## src/rtl/txp_pkg.sv

```systemverilog
package txp_pkg;
  localparam int DATA_W     = 10;
  localparam int CMD_W      = 4;
  localparam int NIB_W      = 4;
  localparam int SYM_W      = 5;
  localparam int NIBBLES    = 2;
  localparam int CHAR_SHORT = NIBBLES * SYM_W;
  localparam int CHAR_LONG  = 12;
  localparam int EXT_W      = CHAR_LONG - DATA_W;
  localparam int CNT_W      = $clog2(CHAR_LONG);

  localparam logic [SYM_W-1:0] SYM_J    = 5'b11000;
  localparam logic [SYM_W-1:0] SYM_K    = 5'b10001;
  localparam logic [SYM_W-1:0] SYM_L    = 5'b00111;
  localparam logic [SYM_W-1:0] SYM_M    = 5'b01101;
  localparam logic [SYM_W-1:0] SYM_MARK = 5'b00100;

  typedef struct packed {
    logic load;
    logic fill;
  } strobe_t;

  function automatic logic [SYM_W-1:0] dataSym(input logic [NIB_W-1:0] nib);
    logic [SYM_W-1:0] s;
    case (nib)
      4'h0: s = 5'b11110;  4'h1: s = 5'b01001;
      4'h2: s = 5'b10100;  4'h3: s = 5'b10101;
      4'h4: s = 5'b01010;  4'h5: s = 5'b01011;
      4'h6: s = 5'b01110;  4'h7: s = 5'b01111;
      4'h8: s = 5'b10010;  4'h9: s = 5'b10011;
      4'hA: s = 5'b10110;  4'hB: s = 5'b10111;
      4'hC: s = 5'b11010;  4'hD: s = 5'b11011;
      4'hE: s = 5'b11100;  default: s = 5'b11101;
    endcase
    return s;
  endfunction
endpackage

```

## src/rtl/txp_ctrl.sv

```systemverilog
module txp_ctrl
  import txp_pkg::*;
(
  input  logic    clk,
  input  logic    rst,
  input  logic    txEn,
  input  logic    fifoByp,
  input  logic    fifoRst,
  input  logic    fifoHalt,
  input  logic    encBypass,
  input  logic    byteSel,
  output strobe_t strobe,
  output logic    charTick
);
  logic [CNT_W-1:0] bitCnt;
  logic [CNT_W-1:0] lastIdx;
  logic [CNT_W-1:0] nextLast;
  logic             fifoMask;

  // slot length for the character loaded on this edge
  assign nextLast = (encBypass && !byteSel) ? CNT_W'(CHAR_LONG - 1)
                                            : CNT_W'(CHAR_SHORT - 1);
  assign charTick = (bitCnt == lastIdx);

  always_ff @(posedge clk) begin
    if (rst) begin
      bitCnt  <= '0;
      lastIdx <= '0;
    end else if (charTick) begin
      bitCnt  <= '0;
      lastIdx <= nextLast;
    end else begin
      bitCnt  <= bitCnt + 1'b1;
    end
  end

  // FIFO stub: reset/halt only count when the bypass strap is high
  assign fifoMask    = fifoByp && (fifoRst || fifoHalt);
  assign strobe.load = charTick;
  assign strobe.fill = !txEn || fifoMask;
endmodule

```

## src/rtl/txp_dpath.sv

```systemverilog
module txp_dpath
  import txp_pkg::*;
(
  input  logic              clk,
  input  logic              rst,
  input  strobe_t           strobe,
  input  logic [DATA_W-1:0] txData,
  input  logic [CMD_W-1:0]  txCmd,
  input  logic              txSpecial,
  input  logic              encBypass,
  input  logic              byteSel,
  input  logic              fillSel,
  output logic              serOut
);
  logic [CHAR_SHORT-1:0] dataWord;
  logic [CHAR_SHORT-1:0] cmdWord;
  logic [CHAR_SHORT-1:0] fillWord;
  logic [CHAR_LONG-1:0]  nextWord;
  logic [CHAR_LONG-1:0]  shiftReg;

  for (genvar g = 0; g < NIBBLES; g++) begin : g_nib
    assign dataWord[g*SYM_W +: SYM_W] = dataSym(txData[g*NIB_W +: NIB_W]);
  end

  assign cmdWord  = {dataSym(txCmd[NIB_W-1:0]), SYM_MARK};
  assign fillWord = fillSel ? {SYM_M, SYM_L} : {SYM_K, SYM_J};

  always_comb begin
    if (strobe.fill)
      nextWord = CHAR_LONG'(fillWord);
    else if (encBypass)
      nextWord = byteSel ? CHAR_LONG'(txData) : {txCmd[EXT_W-1:0], txData};
    else if (txSpecial)
      nextWord = CHAR_LONG'(cmdWord);
    else
      nextWord = CHAR_LONG'(dataWord);
  end

  always_ff @(posedge clk) begin
    if (rst)
      shiftReg <= '0;
    else if (strobe.load)
      shiftReg <= nextWord;
    else
      shiftReg <= shiftReg >> 1;
  end

  assign serOut = shiftReg[0];
endmodule

```

## src/rtl/txp_serial_tx.sv

```systemverilog
module txp_serial_tx
  import txp_pkg::*;
(
  input  logic              clk,
  input  logic              rst,
  input  logic [DATA_W-1:0] txData,
  input  logic [CMD_W-1:0]  txCmd,
  input  logic              txSpecial,
  input  logic              txEn,
  input  logic              fifoByp,
  input  logic              fifoRst,
  input  logic              fifoHalt,
  input  logic              encBypass,
  input  logic              byteSel,
  input  logic              fillSel,
  output logic              serOut,
  output logic              charTick
);
  strobe_t strobe;

  txp_ctrl ctrl_i (
    .clk(clk), .rst(rst), .txEn(txEn), .fifoByp(fifoByp),
    .fifoRst(fifoRst), .fifoHalt(fifoHalt), .encBypass(encBypass),
    .byteSel(byteSel), .strobe(strobe), .charTick(charTick)
  );

  txp_dpath dpath_i (
    .clk(clk), .rst(rst), .strobe(strobe), .txData(txData), .txCmd(txCmd),
    .txSpecial(txSpecial), .encBypass(encBypass), .byteSel(byteSel),
    .fillSel(fillSel), .serOut(serOut)
  );
endmodule

```

## config.mk

```make
export PLATFORM = sky130hd
export DESIGN_NAME = txp_serial_tx
export DESIGN_NICKNAME = d
export VERILOG_FILES = /design/src/rtl/txp_pkg.sv /design/src/rtl/txp_ctrl.sv /design/src/rtl/txp_dpath.sv /design/src/rtl/txp_serial_tx.sv
export SDC_FILE = /design/constraint.sdc
export NUM_CORES = 1
export LEC_CHECK = 0
export BUFFER_PORTS_ARGS = -buffer_cell sky130_fd_sc_hd__buf_2
export CAP_MARGIN = 20
export CORE_UTILIZATION = 35
export CTS_BUF_LIST = sky130_fd_sc_hd__clkbuf_16
export DETAILED_ROUTE_END_ITERATION = 10
export GPL_TIMING_DRIVEN = 1
export PLACE_DENSITY = 0.55
export SETUP_SLACK_MARGIN = 0.2
export SLEW_MARGIN = 10
export SYNTH_ARGS = -nofsm -noshare
export SYNTH_HDL_FRONTEND = slang
export SYNTH_SLANG_ARGS = --single-unit
```

## constraint.sdc

```tcl
create_clock -name clk -period 2.5 [get_ports clk]
set_clock_uncertainty 0.2 [all_clocks]
set_input_delay 0.125 -clock clk [delete_from_list [all_inputs] [get_ports clk]]
set_output_delay 0.125 -clock clk [all_outputs]
set_load 0.005 [all_outputs]
```

==> metrics, run 1 <==
outcome=finished, final reports clean; Die X=55.2 um; die height=55.2 um; Synth Warn #=0; Final min period=2100 ps; VDD IR max=0.917 mV; clock-pin slew on the worst setup and hold paths=50 ps; Lkg Pwr=0.515 nW; asr flop ratio synth=0%; maxcap violations=0; gr usage total=14.8%; DR vias=947; hold crit path type=in2reg; PortBufs=25; Final Core Density=47.8%; Critical Path Start Type=flip-flop; Setup TNS Final=0 ps; setup violators final=0; Post-synth EDFFs=0; I/O pin cnt=26; fin crit share=84.2%; Worst Max-Slew Pin Slew=367 ps; area leader, netlist=dfxtp_1; Cells after Synth=120; most common cell after layout, fill and taps aside=buf_2; total grt overflow=0; crit end category=primary output; Final Max Slew Viols=0; number of vias per cell=5.38; first-pass GRT wire length=3590 um; highest-count cells in the layout ignoring fill and taps=25 x buf_2, 18 x nor2_1, 18 x dfxtp_1, 9 x o21ai_0, 7 x nand2_1; largest stage delay on the critical path=380 ps; Layout area overhead=23.7%; RD Place Congestion=0.744; synth unique cells=37; RSZ-0062 raised after global routing=false; syn_area_per_cell=8.27 um2; Die ar.=3050 um2; clk buf depth=2; TritonCTS clock tree=yes; FP Rows=18; # diodes=0; WL final=2240 um; FF+latch count, synth=18; top cell type's share of synthesized area=36.3%; synthesized cell area=992 um2; Num Clock Sinks=18; power density of the placed cells=899 nW/um2; worst path cell trace=or3_1 -> a211o_1 -> inv_1 -> buf_2; CP required=2170 ps; Crit Path Max Fanout=11; CTS buffer count=3; dominant cells by area after synthesis=dfxtp_1 36%, nor2_1 6.8%, o21ai_0 4.5%, o2bb2ai_1 4.4%, nor3b_1 3.0%; hpwl dp=1740 um; WP data arrival=1780 ps; Synth Flop Type=dfxtp_1; initial antenna violation count=0; register area share after synthesis=36.3%; share of cells above drive strength 1=21.9%; post-route ant nets=0; core area=2570 um2; Synthesized Nets=145; postcts setup bufs=0; max_slew headroom=75.5%; Initial Util=38.6%; Worst-Skew Late Latency=250 ps; 1st-iter DRT viols=14; routed len/inst=12.8 um; drt pass-1 iters=4; Max Freq=475 MHz; vias in the first global route=799; final-report hold violation count=0; Root Buffer=clkbuf_16; final net count=172; DRC viols=0; CTS H-Tree Depth=1; largest net degree at the start of global routing=14; CP max-delay cell=a211o_1; Worst Path Class, Setup=reg2out
[logic make-up after synthesis]
group | after synthesis | synth area share [%]
AOI/OAI and AO/OA | 34 | 25.1
xor gates and xnor gates | 4 | 3.53
adders and majority gates | 1 | 1.26
buffers and inverters | 7 | 3.40
DFF | 18 | 36.3
muxes | 2 | 2.02
and+or+nand+nor | 54 | 28.4
[Yosys cell counts (all sizes together), types with 2 or more instances]
cell type	n
nor3b	4
nand3	4
clkbuf	4
inv	2
xor2	3
nand2b	3
nor2b	3
a21oi	5
nand4	2
nand2	7
mux2i	2
a31o	2
a211oi	2
o21ai	9
nor3	5
and2	2
o21bai	2
nor2	18
and4	2
o2bb2ai	5
or3	2
dfxtp	18
[worst max-delay path, delay by kind of cell, from the launching register on]
family | cells | cell delay, ps
AOI/OAI and AO/OA | 1 | 380
buffers and inverters | 2 | 470
DFF | 1 | 340
and+or+nand+nor | 1 | 350
[cell type report]
type | count | area, um2
Multi-Input combinational cell | 95 | 598
Clock inverter | 1 | 3.75
Sequential cell | 18 | 360
Fill cell | 254 | 1340
Clock buffer | 3 | 75.1
Timing Repair Buffer | 27 | 145
Tap cell | 30 | 37.5
Inverter | 2 | 7.51
[flip-flops by register name (all words and copies together), names as in the netlist]
signal and flops:
dpath_i.shiftReg 12, ctrl_i.bitCnt 4, ctrl_i.lastIdx 2
[repair_timing]
item | 4_1_cts | 5_1_grt
hold buffers | 2 | 0
hold endpoints to repair | 2 | 0
resized for setup | 0 | 0
[metrics by stage]
step           setup WS, ps  instances  hold slack (ps)  area, um2  total power, W
2_1_floorplan           697        120             79.3        992        0.000710
3_3_place_gp            531        170              220       1130        0.000786
3_5_place_dp            490        170              221       1130        0.000794
4_1_cts                 397        176            0.171       1230         0.00111
5_1_grt                 312        176             8.37       1230         0.00118
6_report                395        176            0.751       1230         0.00110
[worst paths after layout]
kind,start,end,slack [ps],cells past startpoint
setup / recovery,ctrl_i.bitCnt[0],charTick,400,4
setup reg to reg,ctrl_i.bitCnt[0],ctrl_i.bitCnt[1],470,5
hold / removal,byteSel,dpath_i.shiftReg[10],0.8,4
hold reg to reg,dpath_i.shiftReg[8],dpath_i.shiftReg[7],230,1
[layer usage]
metal / global-route usage [%] / part of all wire (%) / vias up / wire length [um]
met5: 0 / 0 / - / 0
met4: 2.14 / 0.36 / 0 / 8
met3: 6.09 / 4.5 / 2 / 100
met2: 21.7 / 45 / 20 / 1010
met1: 20.8 / 50 / 432 / 1120
li1: - / - / 493 / -
[power breakdown]
| group | total [W] | leakage, nW | internal, W | switching (W) |
|---|---|---|---|---|
| registers | 0.000429 | 0.148 | 0.000386 | 0.0000432 |
| clock network | 0.000314 | 0.0385 | 0.000212 | 0.000102 |
| logic | 0.000359 | 0.329 | 0.000158 | 0.000202 |
| total | 0.00110 | 0.515 | 0.000756 | 0.000347 |
Note: power is estimated with default switching activity, not from simulation.
==> run 2, diff against run 1 <==
--- a/config.mk
+++ b/config.mk
@@ -11,7 +11,7 @@
 export CTS_BUF_LIST = sky130_fd_sc_hd__clkbuf_16
 export DETAILED_ROUTE_END_ITERATION = 10
 export GPL_TIMING_DRIVEN = 1
-export PLACE_DENSITY = 0.55
+export PLACE_DENSITY = 0.57
 export SETUP_SLACK_MARGIN = 0.2
 export SLEW_MARGIN = 10
 export SYNTH_ARGS = -nofsm -noshare
==> constraint.sdc (replaced) <==
create_clock -name clk -period 1.7 [get_ports clk]
set_clock_uncertainty 0.2 [all_clocks]
set_input_delay 0.085 -clock clk [delete_from_list [all_inputs] [get_ports clk]]
set_output_delay 0.085 -clock clk [all_outputs]
set_load 0.005 [all_outputs]
==> run 2 against run 1 <==
Net effect: the flow now finishes with violations (setup timing); critical path type unchanged; register-to-register slack got worse by 610 ps; power increased by 95%; non-clock buffer count increased by 17; largest cell class unchanged.
==> metrics, run 2 (synthesis gave the netlist of run 1 again) <==
outcome=finished, violations left; failing checks=setup timing; I/O pin cnt=26 (unchanged); max_slew headroom=78.0% (+2.5 points); initial antenna violation count=0 (unchanged); Layout area overhead=45.8%; Top reg by flops=dpath_i.shiftReg; Final Core Density=56.3% (+8.5 points); Root Buffer=clkbuf_16; RD Place Congestion=0.762 (+2.4%); flip-flop count of the largest register after layout=12 (unchanged); share of cells above drive strength 1=35.8% (+14 points); fin crit share=110%; total grt overflow=0 (unchanged); setup violators final=15 (+15); TritonCTS clock tree=yes; DRC viols=0 (unchanged); power density of the placed cells=1490 nW/um2 (+65%); NetSw=0.000668 W (+93%); Die X=55.2 um (unchanged); most common cell after layout, fill and taps aside=buf_2; setup slack, reg-to-reg=-140 ps (-610 ps); drt pass-1 iters=4 (unchanged); VDD IR max=1.44 mV (+57%); # diodes=0 (unchanged); hpwl dp=1810 um (+4.0%); Crit Path Max Fanout=4 (-7); Final Non-Filler Cells=192 (+9.1%); Worst Max-Slew Pin Slew=330 ps (-36.3 ps); Max Freq=537 MHz; PortBufs=25 (unchanged); vias in the first global route=956 (+20%); CP required=1410 ps (-760 ps); CTS H-Tree Depth=1 (unchanged); placed cell count=178 (+4.7%); core area=2570 um2 (unchanged); Lkg Pwr=0.617 nW (+20%); Largest regs=dpath_i.shiftReg x12, ctrl_i.bitCnt x4, ctrl_i.lastIdx x2; RSZ-0062 raised after global routing=true; gr usage total=16.3% (+1.5 points); clk buf depth=2 (unchanged); WP data arrival=1580 ps (-200 ps); combinational power share=49.3% (+17 points); Final min period=1860 ps; Initial Util=38.6% (unchanged); FP Rows=18 (unchanged); Final Max Slew Viols=0 (unchanged); largest net degree at the start of global routing=14 (unchanged); 1st-iter DRT viols=21 (+7); Critical Path Start Type=flip-flop; DR vias=1003 (+5.9%); final-report hold violation count=0 (unchanged); clock-pin slew on the worst setup and hold paths=50 ps (about the same); number of vias per cell=5.22 (-2.9%); crit end category=primary output; Clock Power Share=21.2% (-7.3 points); die height=55.2 um (unchanged); Worst-Skew Late Latency=240 ps (about the same); highest-count cells in the layout ignoring fill and taps=24 x buf_2, 17 x dfxtp_1, 15 x nor2_1, 9 x buf_4, 8 x o21ai_0; Worst Path Class, Setup=reg2out; placed cell area=1190 um2 (+5.4%); Fill cells=234 (-7.9%); final net count=189 (+9.9%); first-pass GRT wire length=4040 um (+13%); internal power=0.00148 W (+96%); Reg power frac=29.5% (-9.4 points); Net Sw Frac=31.1% (-0.34 points); CTS buffer count=3 (unchanged); post-route ant nets=0 (unchanged); final worst setup slack=-163 ps (-558 ps); Num Clock Sinks=18 (unchanged); routed len/inst=12.8 um (+0.61%); WL final=2460 um (+9.8%); design area=1450 um2 (+18%); Die ar.=3050 um2 (unchanged); maxcap violations=0 (unchanged); hold crit path type=in2reg
==> run 2: per-stage QoR <==
stage	total power, W	TNS, ps	hold slack, ps	worst slack, ps
2_1_floorplan	0.00105	-536	39.3	-63.5
3_3_place_gp	0.00131	-578	198	-77.8
3_5_place_dp	0.00132	-847	197	-106
4_1_cts	0.00210	-2070	42.6	-211
5_1_grt	0.00228	-2520	71.2	-239
6_report	0.00215	-1370	35.6	-163
==> run 2: final timing paths <==
check,startpoint,cells after the start,end
min,txData[0],4,dpath_i.shiftReg[1]
max reg2reg,ctrl_i.bitCnt[3],7,dpath_i.shiftReg[3]
min reg2reg,dpath_i.shiftReg[1],1,dpath_i.shiftReg[0]
max,ctrl_i.bitCnt[3],6,charTick
==> run 2: per-layer routing <==
layer	vias to the layer above	wire, um	track usage, %
met5	-	0	0
met4	0	0	2.50
met3	0	79	5.85
met2	16	1140	26.9
met1	460	1250	20.9
li1	527	-	-
==> run 2: critical path, stage by stage, from the launching register on <==
cell     delay (ps)
dfxtp_1         310
or3_1           370
a211o_1         310
inv_2            80
buf_6           100
buf_6            90
buf_6            80
==> run 2: area by class of cell <==
class | count | area (um2) | share of cell area [%]
Timing Repair Buffer | 44 | 304 | 21.0
Multi-Input combinational cell | 95 | 661 | 45.7
Inverter | 2 | 7.51 | 0.519
Clock buffer | 3 | 75.1 | 5.19
Sequential cell | 18 | 362 | 25.0
Tap cell | 30 | 37.5 | 2.60
==> run 2: repair_timing <==
item / in CTS / in global routing
pin swaps: 8 / 6
resized for setup: 15 / 5
setup buffers: 5 / 0
hold buffers: 6 / 0
endpoints found under the hold margin: 6 / 0
setup endpoints to repair: 19 / 19
==> run 2: power groups by stage <==
stage | Combinational, W | Sequential, W | Clock (W)
after floorplan | 0.000424 | 0.000621 | 0
after global placement | 0.000683 | 0.000628 | 0
after detailed placement | 0.000695 | 0.000630 | 0
after CTS | 0.00101 | 0.000628 | 0.000464
after global routing | 0.00115 | 0.000645 | 0.000483
final | 0.00106 | 0.000634 | 0.000456
==> run 3, diff against run 2 <==
--- a/config.mk
+++ b/config.mk
@@ -9,6 +9,7 @@
 export CAP_MARGIN = 20
 export CORE_UTILIZATION = 35
 export CTS_BUF_LIST = sky130_fd_sc_hd__clkbuf_16
+export CTS_CLUSTER_DIAMETER = 50
 export DETAILED_ROUTE_END_ITERATION = 10
 export GPL_TIMING_DRIVEN = 1
 export PLACE_DENSITY = 0.57
==> constraint.sdc (replaced) <==
create_clock -name clk -period 1.54 [get_ports clk]
set_clock_uncertainty 0.2 [all_clocks]
set_input_delay 0.077 -clock clk [delete_from_list [all_inputs] [get_ports clk]]
set_output_delay 0.077 -clock clk [all_outputs]
set_load 0.005 [all_outputs]
==> run 3 against run 2 <==
Net effect: the run still ends with setup timing left; sequential share of layout area shrank 0.26 points; critical path type is now reg2reg; critical path depth grew 1; largest power group unchanged; die area is the same; global-route usage grew 1.9 points.
==> metrics, run 3 (synthesis gave the netlist of run 1 again) <==
drt pass-1 iters=4 (unchanged); flip-flop and latch area=363 um2 (+0.35%); Final Non-Filler Cells=194 (+1.0%); RD Place Congestion=0.755 (-0.97%); Final Core Density=57.1% (+0.78 points); hpwl dp=1900 um (+5.0%); flip-flop count of the largest register after layout=12 (unchanged); power density of the placed cells=1660 nW/um2 (+12%); most used routing layer in global routing=met2; total grt overflow=0 (unchanged); setup violators final=19 (+4); die height=55.2 um (unchanged); first-pass GRT wire length=4430 um (+9.5%); RSZ-0062 raised after global routing=true; 1st-iter DRT viols=16 (-24%); Top reg by flops=dpath_i.shiftReg; Initial Util=38.6% (unchanged); Worst Path Class, Setup=reg2reg; Root Buffer=clkbuf_16; FP Rows=18 (unchanged); Max Freq=534 MHz; WP data arrival=1820 ps (+240 ps); Num Clock Sinks=18 (unchanged); most common cell after layout, fill and taps aside=buf_2; Crit Path Max Fanout=7 (+3); initial antenna violation count=0 (unchanged); largest net degree at the start of global routing=14 (unchanged); clk buf depth=2 (unchanged); share of cells above drive strength 1=36.6% (+0.78 points); I/O pin cnt=26 (unchanged); # diodes=0 (unchanged); CP required=1490 ps (+80 ps); core area=2570 um2 (unchanged); met1 Use GR=23.9% (+3.0 points); design area=1470 um2 (+1.4%); Worst-Skew Late Latency=250 ps (about the same); placed cell area=1210 um2 (+1.9%); CTS H-Tree Depth=1 (unchanged); DRC viols=0 (unchanged); gr usage total=18.2% (+1.9 points); vias in the first global route=978 (+2.3%); Die ar.=3050 um2 (unchanged); final net count=190 (+0.53%); Final Max Slew Viols=0 (unchanged); Lkg Pwr=0.629 nW (+1.9%); DR vias=1032 (+2.9%); clock-pin slew on the worst setup and hold paths=50 ps (about the same); PortBufs=25 (unchanged); VDD IR max=1.33 mV (-7.6%); hold crit path type=in2reg; fin crit share=122%; Fill cells=246 (+5.1%); failing checks=setup timing; footprint of the multi-input gates=662 um2 (+0.19%); Critical Path Start Type=flip-flop; crit end category=flip-flop; met2 Use GR=30.8% (+4.0 points); final-report hold violation count=0 (unchanged); number of vias per cell=5.32 (+1.8%); CTS buffer count=3 (unchanged); Final min period=1870 ps; placed cell count=181 (+1.7%); final worst setup slack=-333 ps (-170 ps); highest-count cells in the layout ignoring fill and taps=24 x buf_2, 16 x dfxtp_1, 15 x nor2_1, 11 x buf_4, 8 x o21ai_0; TritonCTS clock tree=yes; post-route ant nets=0 (unchanged); max_slew headroom=77.7% (-0.28 points); WL final=2710 um (+10%); met3 usage=4.22% (-1.6 points); Die X=55.2 um (unchanged); routed len/inst=14.0 um (+8.9%); Power, Total=0.00244 W (+13%); outcome=finished, violations left; Largest regs=dpath_i.shiftReg x12, ctrl_i.bitCnt x4, ctrl_i.lastIdx x2; Layout area overhead=47.8%; Worst Max-Slew Pin Slew=335 ps (+4.26 ps); maxcap violations=0 (unchanged)
[run 3: final cells by class]
cell class / instances / share of cell area (%)
flip-flops and latches: 18 / 24.7
repair buffers: 45 / 21.7
inverters: 2 / 0.512
clock inverters: 1 / 0.256
well taps: 30 / 2.56
clock buffers: 3 / 5.12
multi-input cells: 95 / 45.1
[run 3: per-stage QoR]
stage | hold WS [ps] | setup TNS [ps] | setup WS, ps
after CTS | 2.59 | -4840 | -341
after floorplan | 31.3 | -2520 | -223
after detailed placement | 185 | -3350 | -267
after global routing | 27.7 | -5820 | -392
final | 7.24 | -4630 | -333
after global placement | 193 | -3110 | -252
[run 3: final timing paths]
check | startpoint | depth (start not counted) | endpoint | slack, ps
worst max-delay path | ctrl_i.bitCnt[0] | 7 | dpath_i.shiftReg[6] | -330
worst min-delay path | rst | 2 | ctrl_i.lastIdx[1] | 7
worst max register to register | ctrl_i.bitCnt[0] | 7 | dpath_i.shiftReg[6] | -330
worst min register to register | dpath_i.shiftReg[11] | 2 | dpath_i.shiftReg[10] | 250
[run 3: timing repair]
item,CTS,global route
pin swaps,14,4
gates resized for setup,20,0
setup endpoints to repair,19,19
endpoints found under the hold margin,6,0
setup buffers,4,0
hold buffers,5,0
[run 3: where the power goes]
group          leakage [nW]  total, W  internal [W]  switching (W)
Clock                0.0385  0.000520      0.000345       0.000175
Combinational         0.442   0.00121      0.000685       0.000523
Sequential            0.148  0.000709      0.000632      0.0000765
Total                 0.629   0.00244       0.00166       0.000775
[run 3: critical path: stages (launching register included)]
cell and delay (ps):
dfxtp_2 320, or3_1 360, a211o_1 310, inv_2 80, buf_6 100, buf_12 110
o21ai_2 60, o41ai_2 220
[run 3: layer usage]
layer  wire, um  share of wire (%)
met1       1300                 48
met2       1340                 49
met3         69                2.5
met4          8               0.30
met5          0                  0
